<file path="src/rtl/bcf_pkg.sv">
package bcf_pkg;
    typedef enum logic [1:0] {
        ST_IDLE,
        ST_CAPTURE,
        ST_TERM_WAIT
    } bcf_state_e;
endpackage

</file>
<file path="src/rtl/bcf_source.sv">
module bcf_source #(
    parameter int DATA_W = 32
) (
    input  logic              clk,
    input  logic              rst_n,
    input  logic              test_mode_i,
    input  logic [DATA_W-1:0] sample_i,
    input  logic              take_i,
    output logic [DATA_W-1:0] value_o
);
    logic [DATA_W-1:0] pattern_q;

    always_ff @(posedge clk) begin
        if (!rst_n)
            pattern_q <= '0;
        else if (take_i && test_mode_i)
            pattern_q <= pattern_q + 1'b1;
    end

    assign value_o = test_mode_i ? pattern_q : sample_i;

    AST_PATTERN_STEP: assert property (@(posedge clk) disable iff (!rst_n)
        (take_i && test_mode_i) |=> (pattern_q == $past(pattern_q) + 1'b1));
endmodule

</file>
<file path="src/rtl/bcf_ctrl.sv">
module bcf_ctrl
    import bcf_pkg::*;
#(
    parameter int DATA_W = 32
) (
    input  logic              clk,
    input  logic              rst_n,
    input  logic              trig_i,
    input  logic              vld_i,
    input  logic              full_i,
    output logic              take_o,
    output logic              data_wr_o,
    output logic              term_wr_o,
    output logic              drop_o,
    output logic [DATA_W-1:0] count_o
);
    bcf_state_e        state_q, state_d;
    logic              trig_q;
    logic              rise;
    logic              start;
    logic [DATA_W-1:0] cnt_q;

    assign rise = trig_i && !trig_q;

    always_comb begin
        state_d   = state_q;
        start     = 1'b0;
        take_o    = 1'b0;
        term_wr_o = 1'b0;
        unique case (state_q)
            ST_IDLE: begin
                if (rise) begin
                    start   = 1'b1;
                    take_o  = vld_i;
                    state_d = ST_CAPTURE;
                end
            end
            ST_CAPTURE: begin
                if (trig_i) begin
                    take_o = vld_i;
                end else if (!full_i) begin
                    term_wr_o = 1'b1;
                    state_d   = ST_IDLE;
                end else begin
                    state_d = ST_TERM_WAIT;
                end
            end
            ST_TERM_WAIT: begin
                if (!full_i) begin
                    term_wr_o = 1'b1;
                    start     = trig_i;
                    state_d   = trig_i ? ST_CAPTURE : ST_IDLE;
                end
            end
            default: state_d = ST_IDLE;
        endcase
    end

    assign data_wr_o = take_o && !full_i;
    assign drop_o    = take_o && full_i;
    assign count_o   = (cnt_q == '0) ? DATA_W'(1) : cnt_q;

    always_ff @(posedge clk) begin
        if (!rst_n) begin
            state_q <= ST_IDLE;
            trig_q  <= 1'b0;
            cnt_q   <= '0;
        end else begin
            state_q <= state_d;
            trig_q  <= trig_i;
            if (start)
                cnt_q <= DATA_W'(take_o);
            else if (take_o)
                cnt_q <= cnt_q + 1'b1;
        end
    end

    AST_IDLE_QUIET: assert property (@(posedge clk) disable iff (!rst_n)
        (state_q == ST_IDLE && !trig_i) |-> !(data_wr_o || term_wr_o));
    AST_NO_WR_FULL: assert property (@(posedge clk) disable iff (!rst_n)
        full_i |-> !(data_wr_o || term_wr_o));
    AST_PEND_HOLD: assert property (@(posedge clk) disable iff (!rst_n)
        (state_q == ST_TERM_WAIT && full_i) |=> (state_q == ST_TERM_WAIT));
    AST_PEND_NO_TAKE: assert property (@(posedge clk) disable iff (!rst_n)
        (state_q == ST_TERM_WAIT) |-> !take_o);
    AST_COUNT_MIN: assert property (@(posedge clk) disable iff (!rst_n)
        term_wr_o |-> (count_o != '0));
endmodule

</file>
<file path="src/rtl/bcf_outreg.sv">
module bcf_outreg #(
    parameter int DATA_W = 32,
    parameter int BCNT_W = 16
) (
    input  logic                clk,
    input  logic                rst_n,
    input  logic                data_wr_i,
    input  logic                term_wr_i,
    input  logic                drop_i,
    input  logic                ovf_clr_i,
    input  logic [DATA_W-1:0]   sample_i,
    input  logic [DATA_W-1:0]   count_i,
    output logic                wr_en_o,
    output logic [2*DATA_W-1:0] wr_data_o,
    output logic                ovf_o,
    output logic [BCNT_W-1:0]   burst_cnt_o
);
    localparam int WORD_W = 2 * DATA_W;

    always_ff @(posedge clk) begin
        if (!rst_n) begin
            wr_en_o     <= 1'b0;
            wr_data_o   <= '0;
            ovf_o       <= 1'b0;
            burst_cnt_o <= '0;
        end else begin
            wr_en_o <= data_wr_i || term_wr_i;
            if (term_wr_i)
                wr_data_o <= {count_i, {DATA_W{1'b0}}};
            else if (data_wr_i)
                wr_data_o <= {{DATA_W{1'b0}}, sample_i};
            else
                wr_data_o <= {WORD_W{1'b0}};
            if (drop_i)
                ovf_o <= 1'b1;
            else if (ovf_clr_i)
                ovf_o <= 1'b0;
            if (term_wr_i)
                burst_cnt_o <= burst_cnt_o + 1'b1;
        end
    end

    AST_ONE_KIND: assert property (@(posedge clk) disable iff (!rst_n)
        !(data_wr_i && term_wr_i));
    AST_OVF_STICKY: assert property (@(posedge clk) disable iff (!rst_n)
        (ovf_o && !ovf_clr_i) |=> ovf_o);
    AST_BCNT_STEP: assert property (@(posedge clk) disable iff (!rst_n)
        !$stable(burst_cnt_o) |-> (burst_cnt_o == $past(burst_cnt_o) + 1'b1));
    AST_WORD_HALVES: assert property (@(posedge clk) disable iff (!rst_n)
        (wr_en_o && wr_data_o[WORD_W-1:DATA_W] != '0) |-> (wr_data_o[DATA_W-1:0] == '0));
endmodule

</file>
<file path="src/rtl/burst_framer.sv">
module burst_framer #(
    parameter int DATA_W = 32,
    parameter int BCNT_W = 16
) (
    input  logic                clk,
    input  logic                rst_n,
    input  logic                trig_i,
    input  logic [DATA_W-1:0]   sample_i,
    input  logic                sample_vld_i,
    input  logic                fifo_full_i,
    input  logic                test_mode_i,
    input  logic                ovf_clr_i,
    output logic                wr_en_o,
    output logic [2*DATA_W-1:0] wr_data_o,
    output logic                ovf_o,
    output logic [BCNT_W-1:0]   burst_cnt_o
);
    logic              take;
    logic              data_wr;
    logic              term_wr;
    logic              drop;
    logic [DATA_W-1:0] count;
    logic [DATA_W-1:0] value;

    bcf_ctrl #(.DATA_W(DATA_W)) u_ctrl (
        .clk       (clk),
        .rst_n     (rst_n),
        .trig_i    (trig_i),
        .vld_i     (sample_vld_i),
        .full_i    (fifo_full_i),
        .take_o    (take),
        .data_wr_o (data_wr),
        .term_wr_o (term_wr),
        .drop_o    (drop),
        .count_o   (count)
    );

    bcf_source #(.DATA_W(DATA_W)) u_source (
        .clk         (clk),
        .rst_n       (rst_n),
        .test_mode_i (test_mode_i),
        .sample_i    (sample_i),
        .take_i      (take),
        .value_o     (value)
    );

    bcf_outreg #(.DATA_W(DATA_W), .BCNT_W(BCNT_W)) u_out (
        .clk         (clk),
        .rst_n       (rst_n),
        .data_wr_i   (data_wr),
        .term_wr_i   (term_wr),
        .drop_i      (drop),
        .ovf_clr_i   (ovf_clr_i),
        .sample_i    (value),
        .count_i     (count),
        .wr_en_o     (wr_en_o),
        .wr_data_o   (wr_data_o),
        .ovf_o       (ovf_o),
        .burst_cnt_o (burst_cnt_o)
    );
endmodule

</file>
<file path="config.mk">
export PLATFORM = sky130hd
export DESIGN_NAME = burst_framer
export DESIGN_NICKNAME = d
export VERILOG_FILES = /design/src/rtl/bcf_pkg.sv /design/src/rtl/bcf_source.sv /design/src/rtl/bcf_ctrl.sv /design/src/rtl/bcf_outreg.sv /design/src/rtl/burst_framer.sv
export SDC_FILE = /design/constraint.sdc
export NUM_CORES = 1
export LEC_CHECK = 0
export BUFFER_PORTS_ARGS = -buffer_cell sky130_fd_sc_hd__clkbuf_2
export CORE_MARGIN = 5
export CORE_UTILIZATION = 55
export DETAILED_ROUTE_END_ITERATION = 8
export PLACE_DENSITY = 0.79
export REMOVE_ABC_BUFFERS = 1
export SLEW_MARGIN = 15
export SYNTH_ARGS = -nofsm -noshare
export SYNTH_HDL_FRONTEND = slang
export SYNTH_SLANG_ARGS = --single-unit
export TNS_END_PERCENT = 50
</file>
<file path="constraint.sdc">
create_clock -name clk -period 2.7 [get_ports clk]
set_clock_uncertainty 0.05 [all_clocks]
set_input_delay 0.405 -clock clk [delete_from_list [all_inputs] [get_ports clk]]
set_output_delay 0.405 -clock clk [all_outputs]
set_load 0.05 [all_outputs]
</file>
==> flow_metrics.tcl, run 1 <==
set metrics [dict create \
    max_freq_mhz 423 \
    rows 39 \
    fin_nets 860 \
    ioPinCount 121 \
    area_growth_pct 21.7 \
    hpwl_um 11000 \
    ctsLongestPathBuffers 2 \
    fin_crit_ps 2360 \
    via_per_inst 6.02 \
    setup_viol 0 \
    critPathTopFamily "simple AND/OR/NAND/NOR gates" \
    crit_type "reg2reg" \
    routabilityCongestion 0.869 \
    layout-drive-gt1-share_pct 20.3 \
    cp-endpoint "u_out.burst_cnt_o[13]" \
    critPathRequiredTime_ps 3000 \
    numCtsBuffers 17 \
    stdcell_count 969 \
    p_leak_nw 3.02 \
    slew_viol_final 0 \
    crit_path_start "u_ctrl.state_q[0]" \
    die_w_um 118 \
    cts_tree "built" \
    grt_max_degree 50 \
    ant_nets 0 \
    start_kind "register" \
    finalCritPeriodShare_pct 87.5 \
    tightest_slew_ps 906 \
    track_usage_pct 22.5 \
    p_per_area_nw_per_um2 673 \
    endpoint_kind "register" \
    cts_hold_buf 0 \
    irDropWorstVdd_uv 519 \
    design_area_um2 7830 \
    clock-sinks 149 \
    drt_wl_total_um 15800 \
    cts_resized 0 \
    clk_pin_slew_ps 60 \
    cts_setup_buffers 0 \
    initial_core_util_pct 56.3 \
    dieArea_um2 14000 \
    core_um2 11400 \
    grt_pass1_vias 5468 \
    place_area_um2 7150 \
    cp_slowest_stage_delay_ps 620 \
    ff2ff_path_depth 6 \
    synth_async_sr_flop_share_pct 0 \
    num_antenna_cells 0 \
    ys.flop_type "dfxtp_1" \
    synth_area_um2 6430 \
    crit_fanout 13 \
    cp.depth 6 \
    syn_avg_cell_area_um2 9.15 \
    fillCellCount 930 \
    cp.arrival_ps 2660 \
    die_height_um 118 \
    rsz0062_at_grt "no" \
    htree_levels 4 \
    dp_cells 937 \
    synth-seq-cells 149 \
    r2r-end "u_out.burst_cnt_o[13]" \
    worstReg2RegStart "u_ctrl.state_q[0]" \
    synth_edf_count 0 \
    hold_path_class "in2reg" \
    relSlewSlack_pct 39.4 \
    yosysSeqAreaShare_pct 46.4 \
    r2r_slack_ps 340 \
    routedWlPerCell_um 16.3 \
    clkLatencyLatePin_ps 420 \
    path_buf_inv 1 \
    cts_root_buffer "clkbuf_16" \
    numPortBuffers 120 \
    firstDrtPassIters 4 \
    outcome "finished, final reports clean" \
    slowest_stage "or4_1" \
    drc 0 \
    max_cap_viol_count 0 \
    synthesis.instances 703 \
    hold_viol 0 \
    path_cells "inv_1 -> ha_1 -> nor2b_1 -> o211ai_1 -> or4_1 -> a21oi_1" \
    synth_warnings 0 \
    via_count 5829 \
    grt_pass1_wl_um 26600 \
    antenna_found_initial 0 \
    grt_overflow 0 \
    ys_types 41 \
    drt_iter0_markers 455 \
]
worst min-delay path, cell delays in order:
cell	delay, ps
clkbuf_2	80
mux2i_1	50
nor2_1	70
synth_stat cells, drive strengths merged, types with 9 or more instances:
cell | number | area [µm²]
and3 | 9 | 56.3
o21ai | 21 | 105
nand3 | 35 | 175
dfxtp | 149 | 2980
o31ai | 36 | 270
nand4 | 18 | 125
or3 | 17 | 106
mux2i | 45 | 450
inv | 14 | 52.6
nor2 | 47 | 176
nand2 | 29 | 109
a21oi | 62 | 310
and2 | 40 | 250
and4 | 16 | 140
nor4 | 16 | 100
nand3b | 9 | 67.6
or4 | 39 | 293
clkbuf | 39 | 150
area by class of cell:
type	count	area, µm²	area share [%]
sequential	149	2980	38.1
tap	143	179	2.29
clock buffer	24	482	6.16
clock inverter	8	194	2.48
timing repair buffer	136	721	9.21
multi-input combinational	495	3210	41.1
inverter	14	52.6	0.672
sequential cells by signal, summed over array words and instances (netlist names):
| name | flops |
|---|---|
| u_out.ovf_o | 1 |
| u_out.burst_cnt_o | 16 |
| u_ctrl.state_q | 2 |
| u_out.wr_en_o | 1 |
| u_ctrl.trig_q | 1 |
| u_out.wr_data_o | 64 |
| u_source.pattern_q | 32 |
| u_ctrl.cnt_q | 32 |
power breakdown:
part / internal (mW) / switching [mW]
sequential: 2.22 / 0.0170
combinational: 0.115 / 0.230
clock: 1.81 / 0.877
total: 4.14 / 1.12
cell families after synthesis:
kind of cell,Yosys count,synth area share [%]
mux,45,7.00
flops,149,46.4
simple gates,291,26.5
buf+inv,59,3.64
fa+ha+maj,8,1.56
compound gates,142,13.7
xor+xnor,9,1.23
layout by cell type (no fill, tap or decap), types with 2 or more instances in the layout:
cell type	n
nand4b_1	2
o21ai_0	17
nand3b_1	9
ha_1	8
o31ai_1	36
nor4_1	16
nand3_1	35
buf_4	16
nand2_1	29
o211ai_1	7
and4_1	16
o21a_1	4
nand4_1	16
clkbuf_2	120
mux2i_1	45
o21ai_1	4
dfxtp_1	149
or4_1	39
xor2_1	8
nor2_1	47
clkbuf_16	17
or3_1	17
o2111ai_1	7
nor2b_1	3
nand4_2	2
and2b_1	2
bufinv_16	6
clkbuf_1	4
clkbuf_8	3
a21oi_1	62
and2_1	40
nand2b_1	4
inv_1	14
nor3_1	4
and3_1	9
metrics by stage:
stage,total power [mW],utilization [%],TNS (ps),hold slack (ps),worst slack [ps]
after CTS,5.30,68.5,0,151,355
after global placement,2.61,62.6,0,417,499
final,5.27,68.5,0,164,339
after detailed placement,2.62,62.6,0,437,369
after floorplan,2.49,-,-48.3,402,-48.3
after global routing,5.46,68.5,0,159,132
routing by layer:
layer / up-vias / wire length (µm) / global-route usage (%)
met5: - / 0 / 0
met4: 0 / 257 / 7.74
met3: 27 / 1160 / 6.64
met2: 205 / 7790 / 36.4
met1: 2767 / 6600 / 28.9
li1: 2830 / - / -
worst min path at each step:
stage,cells past startpoint,slack (ps),endpoint,from
floorplan,2,400,u_source.pattern_q[31],u_source.pattern_q[31]
CTS,3,150,u_out.wr_data_o[16],sample_i[16]
global placement,2,420,u_out.burst_cnt_o[15],u_out.burst_cnt_o[15]
finish,3,160,u_out.wr_data_o[16],sample_i[16]
detailed placement,2,440,u_out.burst_cnt_o[15],u_out.burst_cnt_o[15]
global route,3,160,u_out.wr_data_o[11],sample_i[11]
Power figures use the tool's default switching activity.
==> inputs of run 2 (changes only) <==
MAX_ROUTING_LAYER = met4   (was not set)
==> flow_metrics.tcl, run 2 (synthesis gave the netlist of run 1 again) <==
set metrics [dict create \
    drc 0 \
    fin_crit_ps 2360 \
    tightest_slew_ps 915 \
    slew_viol_final 0 \
    fin_total_pwr_mw 5.27 \
    ioPinCount 121 \
    pre_cts_ws_ps 369 \
    numCtsBuffers 17 \
    min_path_cells 3 \
    cts_resized 0 \
    p_per_area_nw_per_um2 673 \
    grt_use_met3_pct 5.92 \
    rsz0062_at_grt "no" \
    grt_pass1_vias 5463 \
    ant_nets 0 \
    grt_use_met1_pct 29.5 \
    ctsLongestPathBuffers 2 \
    grt.busiest_layer "met2" \
    max_cap_viol_count 0 \
    crit_type "reg2reg" \
    drt_wl_total_um 15800 \
    max_freq_mhz 423 \
    firstDrtPassIters 5 \
    outcome "finished, final reports clean" \
    layout-drive-gt1-share_pct 20.3 \
    grtUsageMet2_pct 36.4 \
    clkLatencyLatePin_ps 420 \
    layout_setup_ws_ps 337 \
    grt_pass1_wl_um 26600 \
    finalCritPeriodShare_pct 87.5 \
    largest-register "u_out.wr_data_o" \
    drt_iter0_markers 504 \
    setup-tns-final_ps 0 \
    p_leak_nw 3.02 \
    irDropWorstVdd_uv 519 \
    routabilityCongestion 0.883 \
    relSlewSlack_pct 38.7 \
    routedWlPerCell_um 16.3 \
    grt_overflow 0 \
    die_height_um 118 \
    ff2ff_path_depth 6 \
    via_per_inst 6.04 \
    num_antenna_cells 0 \
    setup_viol 0 \
    layout_commonest_cell "dfxtp_1" \
    fin_nets 860 \
    die_w_um 118 \
    area_growth_pct 21.7 \
    cts_tree "built" \
    hpwl_um 11000 \
    fillCellCount 930 \
    rows 39 \
    track_usage_pct 23.3 \
    initial_core_util_pct 56.3 \
    cts_setup_buffers 0 \
    numPortBuffers 120 \
    grt_max_degree 50 \
    core_um2 11400 \
    htree_levels 4 \
    crit_fanout 13 \
    hold_path_class "in2reg" \
    endpoint_kind "register" \
    largest_reg_flops 64 \
    antenna_found_initial 0 \
    cts_hold_buf 0 \
    biggestRegsByFlops "u_out.wr_data_o: 64 flops, u_ctrl.cnt_q: 32 flops, u_source.pattern_q: 32 flops" \
    final_cell_mix "dfxtp_1 (149), clkbuf_2 (120), a21oi_1 (62)" \
    fin_util_pct 68.5 \
    clock-sinks 149 \
    start_kind "register" \
    hold_viol 0 \
    dieArea_um2 14000 \
    cts_root_buffer "clkbuf_16" \
    cp.arrival_ps 2670 \
    clk_pin_slew_ps 60 \
    critPathRequiredTime_ps 3000 \
    via_count 5854 \
]
-- run 2: cell counts in the layout (fill, tap and decap cells not counted) --
Identical to the previous run, type by type.
-- run 2: per-layer routing --
metal / wire, µm / vias to the layer above
li1: - / 2833
met1: 6760 / 2782
met2: 7810 / 209
met3: 1010 / 30
met4: 231 / 0
met5: 0 / -
-- run 2: stage by stage --
| stage | hold WS, ps | instances | instance area (µm²) |
|---|---|---|---|
| after floorplan | 402 | 658 | 6250 |
| after global placement | 417 | 937 | 7150 |
| after detailed placement | 437 | 937 | 7150 |
| after CTS | 151 | 969 | 7830 |
| after global routing | 159 | 969 | 7830 |
| final | 166 | 969 | 7830 |
-- run 2: path summary, 6_finish.rpt --
kind	startpoint	to	slack, ps
worst max-delay path	u_ctrl.state_q[0]	u_out.burst_cnt_o[13]	340
worst min-delay path	sample_i[16]	u_out.wr_data_o[16]	170
worst max register to register	u_ctrl.state_q[0]	u_out.burst_cnt_o[13]	340
worst min register to register	u_source.pattern_q[8]	u_source.pattern_q[8]	450
-- run 2: cell type report --
type	count	area, µm²	area share, %
Multi-Input combinational cell	495	3210	41.1
Sequential cell	149	2980	38.1
Timing Repair Buffer	136	721	9.21
Clock buffer	24	482	6.16
Clock inverter	8	194	2.48
Tap cell	143	179	2.29
Inverter	14	52.6	0.672
-- run 2: where the power goes --
part | switching (mW) | leakage, nW | internal [mW] | total (mW)
Combinational | 0.230 | 1.49 | 0.115 | 0.345
Sequential | 0.0171 | 1.20 | 2.22 | 2.24
Clock | 0.878 | 0.329 | 1.81 | 2.69
-- run 2: critical path, cell delays in order (launching register included) --
cell and delay [ps]:
dfxtp_1 380, inv_1 80, ha_1 270, nor2b_1 290, o211ai_1 440, or4_1 630, a21oi_1 150
==> inputs of run 3 (changes only) <==
ABC_AREA = 1   (was not set)
CORE_UTILIZATION = 56   (was 55)
PLACE_DENSITY = 0.8   (was 0.79)
==> flow_metrics.tcl, run 3 <==
set metrics [dict create \
    cts_root_buffer "clkbuf_16" \
    die_w_um 119 \
    ff2ff_path_depth 9 \
    grt_pass1_wl_um 26900 \
    slew_viol_final 0 \
    endpoint_kind "register" \
    setup-tns-final_ps 0 \
    dp_cells 1207 \
    fillCellCount 1030 \
    via_per_inst 5.19 \
    clock-sinks 149 \
    rsz0062_at_grt "no" \
    clkLatencyLatePin_ps 430 \
    hold_end "u_out.ovf_o" \
    stdcell_count 1239 \
    hold_viol 0 \
    tightest_slew_ps 550 \
    cp.arrival_ps 2290 \
    hpwl_um 11500 \
    antenna_found_initial 0 \
    largest_reg_flops 64 \
    rows 40 \
    hold_path_class "in2reg" \
    max_freq_mhz 491 \
    min_path_cells 2 \
    grt_pass1_vias 5968 \
    synth_area_um2 6700 \
    synth_area_leaders "dfxtp_1 (45%), nand2_1 (13%), inv_1 (6.8%)" \
    critPathTopFamily "simple AND/OR/NAND/NOR gates" \
    drt_iter0_markers 484 \
    crit_type "reg2reg" \
    synth_common_cells "nand2_1 (235), dfxtp_1 (149), inv_1 (122), nor2_1 (122), a21oi_1 (73)" \
    cts_setup_buffers 0 \
    crit_fanout 32 \
    drc 0 \
    layout_commonest_cell "nand2_1" \
    syn_avg_cell_area_um2 6.98 \
    drt_wl_total_um 16200 \
    final_cell_mix "nand2_1 (235), dfxtp_1 (149), inv_1 (122)" \
    cp_slowest_stage_delay_ps 360 \
    cts_tree "built" \
    biggestRegsByFlops "u_out.wr_data_o: 64 flops, u_ctrl.cnt_q: 32 flops, u_source.pattern_q: 32 flops" \
    p_per_area_nw_per_um2 657 \
    setup_viol 0 \
    largest-register "u_out.wr_data_o" \
    r2r-end "u_out.wr_data_o[9]" \
    synth-seq-cells 149 \
    ys.flop_type "dfxtp_1" \
    r2r_slack_ps 660 \
    yosys.area.top_type_share_pct 44.5 \
    slowest_stage "dfxtp_1" \
    dr_wl_met3_um 756 \
    track_usage_pct 23.6 \
    critPathRequiredTime_ps 2950 \
    layout-drive-gt1-share_pct 17.0 \
    path_cells "inv_1 -> ha_1 -> nor2_1 -> nor2_4 -> nand2_2 -> inv_2 -> nand4_1 -> buf_4 -> a21oi_1" \
    synth_warnings 0 \
    yosysSeqAreaShare_pct 44.5 \
    routedWlPerCell_um 13.1 \
    top_layer_used "met4" \
    numPortBuffers 120 \
    dieArea_um2 14200 \
    ys_types 35 \
    area_growth_pct 19.6 \
    via_count 6429 \
    die_height_um 119 \
    numCtsBuffers 17 \
    start_kind "register" \
    firstDrtPassIters 6 \
    p_leak_nw 3.36 \
    relSlewSlack_pct 63.3 \
    initial_core_util_pct 56.5 \
    worstReg2RegStart "u_ctrl.state_q[0]" \
    hp-start "ovf_clr_i" \
    ant_nets 0 \
    fin_nets 1126 \
    synthesis.instances 959 \
    cts_hold_buf 0 \
    synth_async_sr_flop_share_pct 0 \
    grt_overflow 0 \
    yosysMostFrequentCell "nand2_1" \
    grt_max_degree 34 \
    fin_crit_ps 2040 \
    ctsLongestPathBuffers 2 \
    synth_edf_count 0 \
    path_buf_inv 3 \
    max_cap_viol_count 0 \
    htree_levels 4 \
    routed-wl-met2_um 7850 \
    synth_top_area_cell "dfxtp_1" \
    clk_pin_slew_ps 60 \
    finalCritPeriodShare_pct 75.4 \
    irDropWorstVdd_uv 356 \
    num_antenna_cells 0 \
    routabilityCongestion 0.905 \
    outcome "finished, final reports clean" \
    cts_resized 0 \
    ioPinCount 121 \
    wl_met1_um 7140 \
    core_um2 11900 \
]
[run 3: worst max path at each step]
stage | endpoint | depth (start not counted) | startpoint | slack [ps]
2_1_floorplan | u_out.wr_data_o[0] | 8 | u_ctrl.state_q[1] | 480
3_3_place_gp | u_source.pattern_q[15] | 6 | test_mode_i | 740
3_5_place_dp | u_out.wr_data_o[9] | 9 | u_ctrl.state_q[0] | 670
4_1_cts | u_out.wr_data_o[9] | 9 | u_ctrl.state_q[0] | 650
5_1_grt | u_out.wr_data_o[14] | 9 | u_ctrl.state_q[1] | 460
6_report | u_out.wr_data_o[9] | 9 | u_ctrl.state_q[0] | 660
[run 3: per-stage QoR]
step                power, mW  hold slack, ps  utilization [%]  cell area, µm²  setup slack [ps]
CTS                      5.29             114             67.5            8010               653
floorplan                2.77             400                -            6560               483
global route             5.47             127             67.5            8010               463
global placement         2.96             406             62.6            7420               744
finish                   5.26             122             67.5            8010               665
detailed placement       2.98             421             62.6            7420               667
[run 3: metal layers]
layer | track usage [%] | vias to the layer above
met1 | 28.4 | 2882
met4 | 10.0 | 0
met5 | - | -
met3 | 4.61 | 38
li1 | - | 3322
met2 | 38.6 | 187
[run 3: cells by family after synthesis]
group	share of synthesized area [%]
compound gates	8.93
xor+xnor	1.31
fa+ha+maj	1.49
buf+inv	9.06
flops	44.5
simple gates	34.7
[run 3: layout make-up]
type | instances | area, µm² | share of cell area (%)
Tap cell | 147 | 184 | 2.30
Timing Repair Buffer | 128 | 673 | 8.40
Clock buffer | 22 | 484 | 6.05
Multi-Input combinational cell | 657 | 3110 | 38.8
Sequential cell | 149 | 2980 | 37.2
Inverter | 126 | 473 | 5.91
Clock inverter | 10 | 103 | 1.28
[run 3: where the power goes]
| group | total (mW) | switching [mW] | internal [mW] |
|---|---|---|---|
| clock network | 2.33 | 0.882 | 1.44 |
| logic | 0.654 | 0.473 | 0.181 |
| registers | 2.28 | 0.0324 | 2.25 |
